--- src/rtl/dmach_pkg.sv ---
package dmach_pkg;

  typedef enum logic [2:0] {
    ST_DONE = 3'd0,
    ST_WAIT = 3'd1,
    ST_PEND = 3'd2,
    ST_XFER = 3'd3,
    ST_NOTE = 3'd4,
    ST_CLR  = 3'd5,
    ST_ERR  = 3'd6
  } dmaStatusE;

  typedef struct packed {
    logic cfgAllow;
    logic startXfer;
    logic captureRd;
    logic advanceBlk;
  } dpStrobeT;

  localparam logic [1:0] SEL_KICK = 2'd0;
  localparam logic [1:0] SEL_SRC  = 2'd1;
  localparam logic [1:0] SEL_DST  = 2'd2;
  localparam logic [1:0] SEL_SIZE = 2'd3;

  localparam logic [1:0] TGT_SYSMEM = 2'd2;
  localparam logic [1:0] TGT_AFIFO  = 2'd1;

endpackage

--- src/rtl/dmach_ctrl.sv ---
module dmach_ctrl
  import dmach_pkg::*;
#(
  parameter int EVT_W    = 5,
  parameter int NOTE_LEN = 2
) (
  input  logic                  clk,
  input  logic                  rstN,
  input  logic                  cfgWe,
  input  logic [1:0]            cfgSel,
  input  logic                  kickBit,
  input  logic [EVT_W-1:0]      kickEvt,
  input  logic [(1<<EVT_W)-1:0] eventIn,
  input  logic                  clearIn,
  input  logic                  memRdValid,
  input  logic                  fifoWrAck,
  input  logic                  lastBlk,
  input  logic                  targetsOk,
  output dpStrobeT              strb,
  output dmaStatusE             state,
  output logic                  reqBusy,
  output logic                  memRdReq,
  output logic                  fifoWrReq,
  output logic                  donePulse
);

  localparam int NOTE_W = (NOTE_LEN > 1) ? $clog2(NOTE_LEN) : 1;
  localparam logic [NOTE_W-1:0] NOTE_LAST = NOTE_W'(NOTE_LEN - 1);

  dmaStatusE         st, stN;
  logic              phaseWr, phN;
  logic [NOTE_W-1:0] noteCnt, ntN;
  logic [EVT_W-1:0]  evSel, evN;
  logic              pulseN;
  logic              busy, kickHit;

  assign busy    = (st == ST_WAIT) || (st == ST_PEND) || (st == ST_XFER) || (st == ST_NOTE);
  assign kickHit = cfgWe && (cfgSel == SEL_KICK) && kickBit && !busy;

  always_comb begin
    stN    = st;
    phN    = phaseWr;
    ntN    = noteCnt;
    evN    = evSel;
    pulseN = 1'b0;
    strb   = '0;
    strb.cfgAllow = !busy;
    if (clearIn && busy) begin
      stN    = ST_CLR;
      phN    = 1'b0;
      pulseN = 1'b1;
    end else begin
      unique case (st)
        ST_WAIT: if (eventIn[evSel]) stN = ST_PEND;
        ST_PEND: begin
          if (targetsOk) begin
            stN = ST_XFER;
            phN = 1'b0;
            strb.startXfer = 1'b1;
          end else begin
            stN = ST_ERR;
          end
        end
        ST_XFER: begin
          if (!phaseWr) begin
            if (memRdValid) begin
              strb.captureRd = 1'b1;
              phN = 1'b1;
            end
          end else if (fifoWrAck) begin
            phN = 1'b0;
            if (lastBlk) begin
              stN = ST_NOTE;
              ntN = '0;
            end else begin
              strb.advanceBlk = 1'b1;
            end
          end
        end
        ST_NOTE: begin
          if (noteCnt == NOTE_LAST) begin
            stN    = ST_DONE;
            pulseN = 1'b1;
          end else begin
            ntN = noteCnt + 1'b1;
          end
        end
        default: begin
          if (kickHit) begin
            evN = kickEvt;
            stN = (kickEvt == '0) ? ST_PEND : ST_WAIT;
          end
        end
      endcase
    end
  end

  always_ff @(posedge clk) begin
    if (!rstN) begin
      st        <= ST_DONE;
      phaseWr   <= 1'b0;
      noteCnt   <= '0;
      evSel     <= '0;
      donePulse <= 1'b0;
    end else begin
      st        <= stN;
      phaseWr   <= phN;
      noteCnt   <= ntN;
      evSel     <= evN;
      donePulse <= pulseN;
    end
  end

  assign state     = st;
  assign reqBusy   = busy;
  assign memRdReq  = (st == ST_XFER) && !phaseWr;
  assign fifoWrReq = (st == ST_XFER) && phaseWr;

  // the event-seen state never lasts two cycles
  assert_pend_one_cycle_R3: assert property (@(posedge clk) disable iff (!rstN)
    st == ST_PEND |=> st != ST_PEND);

  // data movement is only entered from the validation cycle
  assert_xfer_entry_R6: assert property (@(posedge clk) disable iff (!rstN)
    (st == ST_XFER && $past(st) != ST_XFER) |-> $past(st) == ST_PEND);

  // an abort in flight always lands in the cleared state with a pulse
  assert_clear_lands_R7: assert property (@(posedge clk) disable iff (!rstN)
    (clearIn && reqBusy) |=> (st == ST_CLR && donePulse));

  // completion pulse is a single cycle
  assert_pulse_single_R9: assert property (@(posedge clk) disable iff (!rstN)
    donePulse |=> !donePulse);

  // a read request is held until it is answered
  assert_rd_held_R10: assert property (@(posedge clk) disable iff (!rstN)
    (memRdReq && !memRdValid && !clearIn) |=> memRdReq);

endmodule

--- src/rtl/dmach_datapath.sv ---
module dmach_datapath
  import dmach_pkg::*;
#(
  parameter int ADDR_W    = 32,
  parameter int BLK_SHIFT = 7,
  parameter int CNT_W     = 7,
  parameter int DATA_W    = 32
) (
  input  logic                         clk,
  input  logic                         rstN,
  input  dpStrobeT                     strb,
  input  logic                         cfgWe,
  input  logic [1:0]                   cfgSel,
  input  logic [ADDR_W-BLK_SHIFT-1:0]  cfgStart,
  input  logic [1:0]                   cfgTgt,
  input  logic [CNT_W-1:0]             cfgCnt,
  input  logic [DATA_W-1:0]            memRdData,
  output logic [ADDR_W-1:0]            memRdAddr,
  output logic [ADDR_W-1:0]            fifoWrAddr,
  output logic [DATA_W-1:0]            fifoWrData,
  output logic                         lastBlk,
  output logic                         targetsOk
);

  localparam int START_W = ADDR_W - BLK_SHIFT;

  logic [START_W-1:0] srcStart, dstStart;
  logic [1:0]         srcTgt, dstTgt;
  logic [CNT_W-1:0]   sizeReg, blkIdx;
  logic [DATA_W-1:0]  dataReg;

  always_ff @(posedge clk) begin
    if (!rstN) begin
      srcStart <= '0;
      dstStart <= '0;
      srcTgt   <= '0;
      dstTgt   <= '0;
      sizeReg  <= '0;
      blkIdx   <= '0;
      dataReg  <= '0;
    end else begin
      if (strb.cfgAllow && cfgWe) begin
        unique case (cfgSel)
          SEL_SRC:  begin srcStart <= cfgStart; srcTgt <= cfgTgt; end
          SEL_DST:  begin dstStart <= cfgStart; dstTgt <= cfgTgt; end
          SEL_SIZE: sizeReg <= cfgCnt;
          default:  ;
        endcase
      end
      if (strb.startXfer)       blkIdx <= '0;
      else if (strb.advanceBlk) blkIdx <= blkIdx + 1'b1;
      if (strb.captureRd) dataReg <= memRdData;
    end
  end

  assign memRdAddr  = {srcStart + START_W'(blkIdx), {BLK_SHIFT{1'b0}}};
  assign fifoWrAddr = {dstStart + START_W'(blkIdx), {BLK_SHIFT{1'b0}}};
  assign fifoWrData = dataReg;
  assign lastBlk    = (blkIdx == sizeReg);
  assign targetsOk  = (srcTgt == TGT_SYSMEM) && (dstTgt == TGT_AFIFO);

  // configuration is frozen while a request is in flight
  assert_cfg_frozen_R8: assert property (@(posedge clk) disable iff (!rstN)
    !strb.cfgAllow |=> ($stable(srcStart) && $stable(dstStart) && $stable(sizeReg)
                        && $stable(srcTgt) && $stable(dstTgt)));

  // the block index never steps past the programmed count
  assert_idx_bound_R5: assert property (@(posedge clk) disable iff (!rstN)
    strb.advanceBlk |-> blkIdx < sizeReg);

endmodule

--- src/rtl/evt_block_dma.sv ---
module evt_block_dma
  import dmach_pkg::*;
#(
  parameter int ADDR_W    = 32,
  parameter int BLK_SHIFT = 7,
  parameter int CNT_W     = 7,
  parameter int DATA_W    = 32,
  parameter int EVT_W     = 5,
  parameter int NOTE_LEN  = 2
) (
  input  logic                  clk,
  input  logic                  rstN,
  input  logic                  cfgWe,
  input  logic [1:0]            cfgSel,
  input  logic [ADDR_W-1:0]     cfgWdata,
  input  logic [(1<<EVT_W)-1:0] eventIn,
  input  logic                  clearIn,
  output logic                  memRdReq,
  output logic [ADDR_W-1:0]     memRdAddr,
  input  logic                  memRdValid,
  input  logic [DATA_W-1:0]     memRdData,
  output logic                  fifoWrReq,
  output logic [ADDR_W-1:0]     fifoWrAddr,
  output logic [DATA_W-1:0]     fifoWrData,
  input  logic                  fifoWrAck,
  output logic [2:0]            statusCode,
  output logic                  reqBusy,
  output logic                  donePulse
);

  localparam int EVT_LSB = 16;

  dpStrobeT  strb;
  dmaStatusE state;
  logic      lastBlk, targetsOk;

  dmach_ctrl #(.EVT_W(EVT_W), .NOTE_LEN(NOTE_LEN)) uCtrl (
    .clk(clk), .rstN(rstN), .cfgWe(cfgWe), .cfgSel(cfgSel),
    .kickBit(cfgWdata[0]), .kickEvt(cfgWdata[EVT_LSB +: EVT_W]),
    .eventIn(eventIn), .clearIn(clearIn), .memRdValid(memRdValid),
    .fifoWrAck(fifoWrAck), .lastBlk(lastBlk), .targetsOk(targetsOk),
    .strb(strb), .state(state), .reqBusy(reqBusy), .memRdReq(memRdReq),
    .fifoWrReq(fifoWrReq), .donePulse(donePulse)
  );

  dmach_datapath #(.ADDR_W(ADDR_W), .BLK_SHIFT(BLK_SHIFT), .CNT_W(CNT_W), .DATA_W(DATA_W)) uData (
    .clk(clk), .rstN(rstN), .strb(strb), .cfgWe(cfgWe), .cfgSel(cfgSel),
    .cfgStart(cfgWdata[ADDR_W-1:BLK_SHIFT]), .cfgTgt(cfgWdata[1:0]),
    .cfgCnt(cfgWdata[CNT_W-1:0]), .memRdData(memRdData),
    .memRdAddr(memRdAddr), .fifoWrAddr(fifoWrAddr), .fifoWrData(fifoWrData),
    .lastBlk(lastBlk), .targetsOk(targetsOk)
  );

  assign statusCode = state;

endmodule

--- config.mk ---
export PLATFORM = sky130hd
export DESIGN_NAME = evt_block_dma
export DESIGN_NICKNAME = d
export VERILOG_FILES = /design/src/rtl/dmach_pkg.sv /design/src/rtl/dmach_ctrl.sv /design/src/rtl/dmach_datapath.sv /design/src/rtl/evt_block_dma.sv
export SDC_FILE = /design/constraint.sdc
export NUM_CORES = 1
export LEC_CHECK = 0
export BUFFER_PORTS_ARGS = -buffer_cell sky130_fd_sc_hd__clkbuf_2
export CAP_MARGIN = 20
export CORE_ASPECT_RATIO = 1.75
export CORE_MARGIN = 4
export CORE_UTILIZATION = 45
export CTS_BUF_LIST = sky130_fd_sc_hd__clkbuf_8
export DETAILED_ROUTE_END_ITERATION = 10
export HOLD_SLACK_MARGIN = 0.03
export PLACE_DENSITY_LB_ADDON = 0.12
export SLEW_MARGIN = 5
export SYNTH_ARGS = -nofsm -noshare
export SYNTH_HDL_FRONTEND = slang
export SYNTH_HIERARCHICAL = 1
export SYNTH_SLANG_ARGS = --single-unit
--- constraint.sdc ---
create_clock -name clk -period 2.78 [get_ports clk]
set_input_delay 0.556 -clock clk [delete_from_list [all_inputs] [get_ports clk]]
set_output_delay 0.556 -clock clk [all_outputs]
set_load 0.01 [all_outputs]
==> summary.log <==
[critical_path] CP arrival 2590 ps
[synthesis] sequential fraction of the synthesis area 35.51%
[die] count of standard-cell rows 56
[synthesis] portion of netlist area occupied by mux cells 9.436%
[die] Initial Util 46.28%
[finish] Filler cells 1210
[synthesis] Synth Instances 726
[synthesis] main combinational cell family by area after synthesis simple AND/OR/NAND/NOR gates
[clock_network] clock tree from TritonCTS built
[global_route] total grt overflow 0
[power] worst supply voltage drop on vdd 0.3507 mV
[sta] worst setup skew after layout 14.06 ps
[sta] fin crit period 3151 ps
[critical_path] capture point of the worst reg-to-reg path uCtrl/state[2]
[synthesis] number of storage elements in the synthesis netlist 111
[sta] Setup WS post-layout -370.7 ps
[power] leakage power summed over all cells 3.545 nW
[route] drt wl/cell 16.26 um
[flow_run] max-capacitance violation count 0
[clock_network] Clk Tree Root Cell sky130_fd_sc_hd__clkbuf_8
[die] die height 164.0 um
[placed_design] HPWL after detailed placement 14120 um
[die] floorplan die area 0.01593 mm^2
[clock_network] total CTS buffers 9
[clock_network] clock tree buffer depth 2
[critical_path] start of the worst register-to-register path uData/blkIdx[0]
[route] post-route antenna net violation count 0
[critical_path] crit path launch uData/dstStart[0]
[synthesis] dominant register cell in the synthesized netlist sky130_fd_sc_hd__dfxtp_1
[global_route] All-Layer GR Usage 22.57%
[sta] slew at the pin closest to its max-slew limit 993.9 ps
[die] number of placed I/O pins 207
[clock_network] number of sinks on the clock net 111
[sta] crit share post-route 113.3%
[sta] Max Freq 0.3174 GHz
[route] DRC errors left 0
[sta] number of max-slew violations in the final report 0
[route] post-detailed-route via-to-cell ratio 5.242
[clock_network] clock network latency to the later pin of the worst-skew pair 380 ps
[synthesis] cell area after synthesis 0.006259 mm^2
[sta] unrepaired setup endpoints after global routing yes
[synthesis] count of flip-flops with a built-in enable after synthesis 0
[synthesis] simple-gate share of the synthesized area 23.31%
[critical_path] worst-case reg-to-reg path depth 11
[sta] Hold Fails Final Rpt 0
[synthesis] synthesis warning total 6
[hold_path] hold path start cfgWdata[7]
[placed_design] input/output buffers 192
[synthesis] number of distinct library cell variants in the gate-level netlist after synthesis 63
[finish] final core utilization 60.71%
[finish] layout cell share with drive strength beyond 1 34.70%
[clock_network] maximum level of the CTS H-tree 3
[synthesis] share of synthesized registers carrying an async set or reset 0%
[global_route] global-route wire length before repair 29360 um
[route] via count of the routed design 5882
[placed_design] DP Area 0.007468 mm^2
[synthesis] share of the synthesized netlist area taken by xor and xnor gates 7.977%
[global_route] pin count of the biggest net entering global routing 39
[finish] count of inserted antenna diode cells 0
[critical_path] critical path startpoint category flop
[outcome] result of the run finished, violations left
[finish] final non-filler cell area 0.008209 mm^2
[clock_network] clock-pin transition on the worst setup and hold timing paths 110 ps
[critical_path] Worst EP required 2220 ps
[clock_network] Post-CTS Hold Buffers 0
[synthesis] Avg Inst Size Synth 8.621 um^2
[global_route] initial antenna violation count 0
[finish] synth-to-layout area growth 31.17%
[critical_path] Max Fanout on Critical Path 2
[sta] slew margin rel. 33.74%
[route] count of TritonRoute iterations in the first routing pass 4
[placed_design] Final GP Congestion 0.9223
[critical_path] worst setup path category reg -> out
[critical_path] register-to-register path setup slack 170 ps
[outcome] violated checks setup timing
[die] Horiz. Die Dim 97.15 um
[die] Core Footprint 0.01352 mm^2
[sta] final setup fails 37
[critical_path] end point of the critical path fifoWrAddr[15]
[global_route] via count of the first global-routing pass 6130
[power] power per standard cell area 499.2 mW/mm^2
[route] aggregate routed wire length 18240 um
[finish] net count reported at finish 1064
[sta] setup TNS -7701 ps
[critical_path] category of the worst setup path capture point output pin
[synthesis] compound-cell area share of the yosys netlist 15.33%
[route] number of violations reported at the end of detailed-routing iteration 0 255
[synthesis] arithmetic-cell share of the synthesized area counting full adders, half adders and majority gates 3.639%
[hold_path] Hold Crit Class in -> reg
## cell usage after synthesis, types with 5 or more instances
cell / n / area share, %
sky130_fd_sc_hd__a21boi_0: 37 / 4.4
sky130_fd_sc_hd__nor2_1: 28 / 1.7
sky130_fd_sc_hd__nand2_1: 146 / 8.8
sky130_fd_sc_hd__nor2b_1: 37 / 3.7
sky130_fd_sc_hd__a22oi_1: 5 / 0.60
sky130_fd_sc_hd__a21o_1: 5 / 0.60
sky130_fd_sc_hd__xor2_1: 26 / 3.6
sky130_fd_sc_hd__nand4_1: 9 / 0.90
sky130_fd_sc_hd__buf_2: 9 / 0.72
sky130_fd_sc_hd__a211oi_1: 5 / 0.60
sky130_fd_sc_hd__buf_4: 16 / 1.9
sky130_fd_sc_hd__ha_1: 15 / 3.0
sky130_fd_sc_hd__inv_1: 7 / 0.42
sky130_fd_sc_hd__nand2b_1: 13 / 1.3
sky130_fd_sc_hd__dfxtp_1: 111 / 36
sky130_fd_sc_hd__mux2i_1: 59 / 9.4
sky130_fd_sc_hd__nor3_1: 10 / 0.80
sky130_fd_sc_hd__o211ai_1: 5 / 0.60
sky130_fd_sc_hd__a21boi_1: 24 / 2.9
sky130_fd_sc_hd__o21ai_0: 6 / 0.48
sky130_fd_sc_hd__nand3_1: 15 / 1.2
sky130_fd_sc_hd__clkbuf_1: 21 / 1.3
sky130_fd_sc_hd__a21oi_1: 22 / 1.8
sky130_fd_sc_hd__xnor2_1: 31 / 4.3
sky130_fd_sc_hd__and3_1: 5 / 0.50
## layer usage
metal	track usage [%]	share of wire, %	vias up
met3	5.652	7.1	40
met1	23.35	36	2730
li1	-	-	2886
met5	0	0	-
met2	42.67	53	226
met4	9.776	3.4	0
## power by group
| group | leakage, nW | internal [mW] | total [mW] | switching, mW |
|---|---|---|---|---|
| sequential | 0.902 | 1.71 | 1.83 | 0.125 |
| clock | 0.116 | 0.521 | 1.11 | 0.587 |
| combinational | 2.53 | 0.486 | 1.16 | 0.672 |
## through the flow
stage | total power [mW] | setup WS (ps) | hold WS, ps | cells
floorplan | 2.614 | 113.4 | 430.6 | 739
global placement | 2.954 | -105.5 | 446.0 | 1090
detailed placement | 2.987 | -186.3 | 446.8 | 1090
CTS | 4.111 | -366.3 | 391.3 | 1115
global route | 4.334 | -489.1 | 384.0 | 1122
finish | 4.098 | -370.7 | 401.0 | 1122
## layout make-up
type | count | area, um^2 | area share [%]
clock inverter | 7 | 102.6 | 1.250
timing repair buffer | 241 | 1400 | 17.06
tap | 174 | 217.7 | 2.652
sequential | 111 | 2232 | 27.19
clock buffer | 9 | 123.9 | 1.509
inverter | 8 | 30.03 | 0.3658
multi-input combinational | 572 | 4103 | 49.98
## repair_timing
item | CTS | global route
setup buffers | 9 | 9
setup endpoints to repair | 38 | 40
gates resized for setup | 39 | 66
pin swaps | 19 | 27
## how the worst min path moves through the flow
| stage | to | slack (ps) | depth (start not counted) |
|---|---|---|---|
| after global routing | uData/sizeReg[2] | 380 | 3 |
| after detailed placement | uData/dstTgt[0] | 450 | 2 |
| after CTS | uData/dstStart[0] | 390 | 3 |
| after floorplan | uData/dstTgt[0] | 430 | 2 |
| after global placement | uData/dstTgt[0] | 450 | 2 |
| final | uData/dstStart[0] | 400 | 3 |
## cells by family (layout without fill, tap and decap cells)
| logic type | after synthesis | in the layout |
|---|---|---|
| buf+inv | 56 | 265 |
| flops | 111 | 111 |
| xor+xnor | 57 | 57 |
| mux | 59 | 59 |
| compound gates | 131 | 131 |
| simple gates | 294 | 294 |
| other cells | 1 | 14 |
| fa+ha+maj | 17 | 17 |
## critical path: stages (launching register included)
cell and delay, ps:
sky130_fd_sc_hd__dfxtp_2 360, sky130_fd_sc_hd__ha_4 170, sky130_fd_sc_hd__fa_2 400, sky130_fd_sc_hd__a211o_1 300, sky130_fd_sc_hd__a221o_1 340, sky130_fd_sc_hd__a21oi_2 170, sky130_fd_sc_hd__nand2b_1 170, sky130_fd_sc_hd__xnor2_2 140
sky130_fd_sc_hd__clkbuf_2 160
## state kept, by name, summed over array words and instances, names as in the netlist
register and cells:
uData/dstTgt 2, uData/srcTgt 2, uCtrl/state 3, uData/blkIdx 7, uData/srcStart 25, uData/sizeReg 7, uData/dstStart 25, uData/fifoWrData 32
uCtrl/evSel 5, uCtrl/phaseWr 1, uCtrl/noteCnt 1, uCtrl/donePulse 1
## cells in the final DEF, fill, tap and decap left out, types with 7 or more instances in the layout
cell type and n:
sky130_fd_sc_hd__clkbuf_2 162, sky130_fd_sc_hd__nand2_1 143, sky130_fd_sc_hd__dfxtp_1 103, sky130_fd_sc_hd__mux2i_1 59
sky130_fd_sc_hd__nor2b_1 37, sky130_fd_sc_hd__a21boi_0 37, sky130_fd_sc_hd__buf_4 34, sky130_fd_sc_hd__buf_2 29
sky130_fd_sc_hd__nor2_1 26, sky130_fd_sc_hd__xnor2_1 24, sky130_fd_sc_hd__xor2_1 24, sky130_fd_sc_hd__a21boi_1 24
sky130_fd_sc_hd__a21oi_1 20, sky130_fd_sc_hd__buf_6 15, sky130_fd_sc_hd__conb_1 14, sky130_fd_sc_hd__nand2b_1 11
sky130_fd_sc_hd__clkbuf_8 9, sky130_fd_sc_hd__nand3_1 9, sky130_fd_sc_hd__nand4_1 9, sky130_fd_sc_hd__ha_1 9
sky130_fd_sc_hd__nor3_1 8, sky130_fd_sc_hd__dfxtp_2 8, sky130_fd_sc_hd__xnor2_2 7
Note: power is estimated with default switching activity, not from simulation.
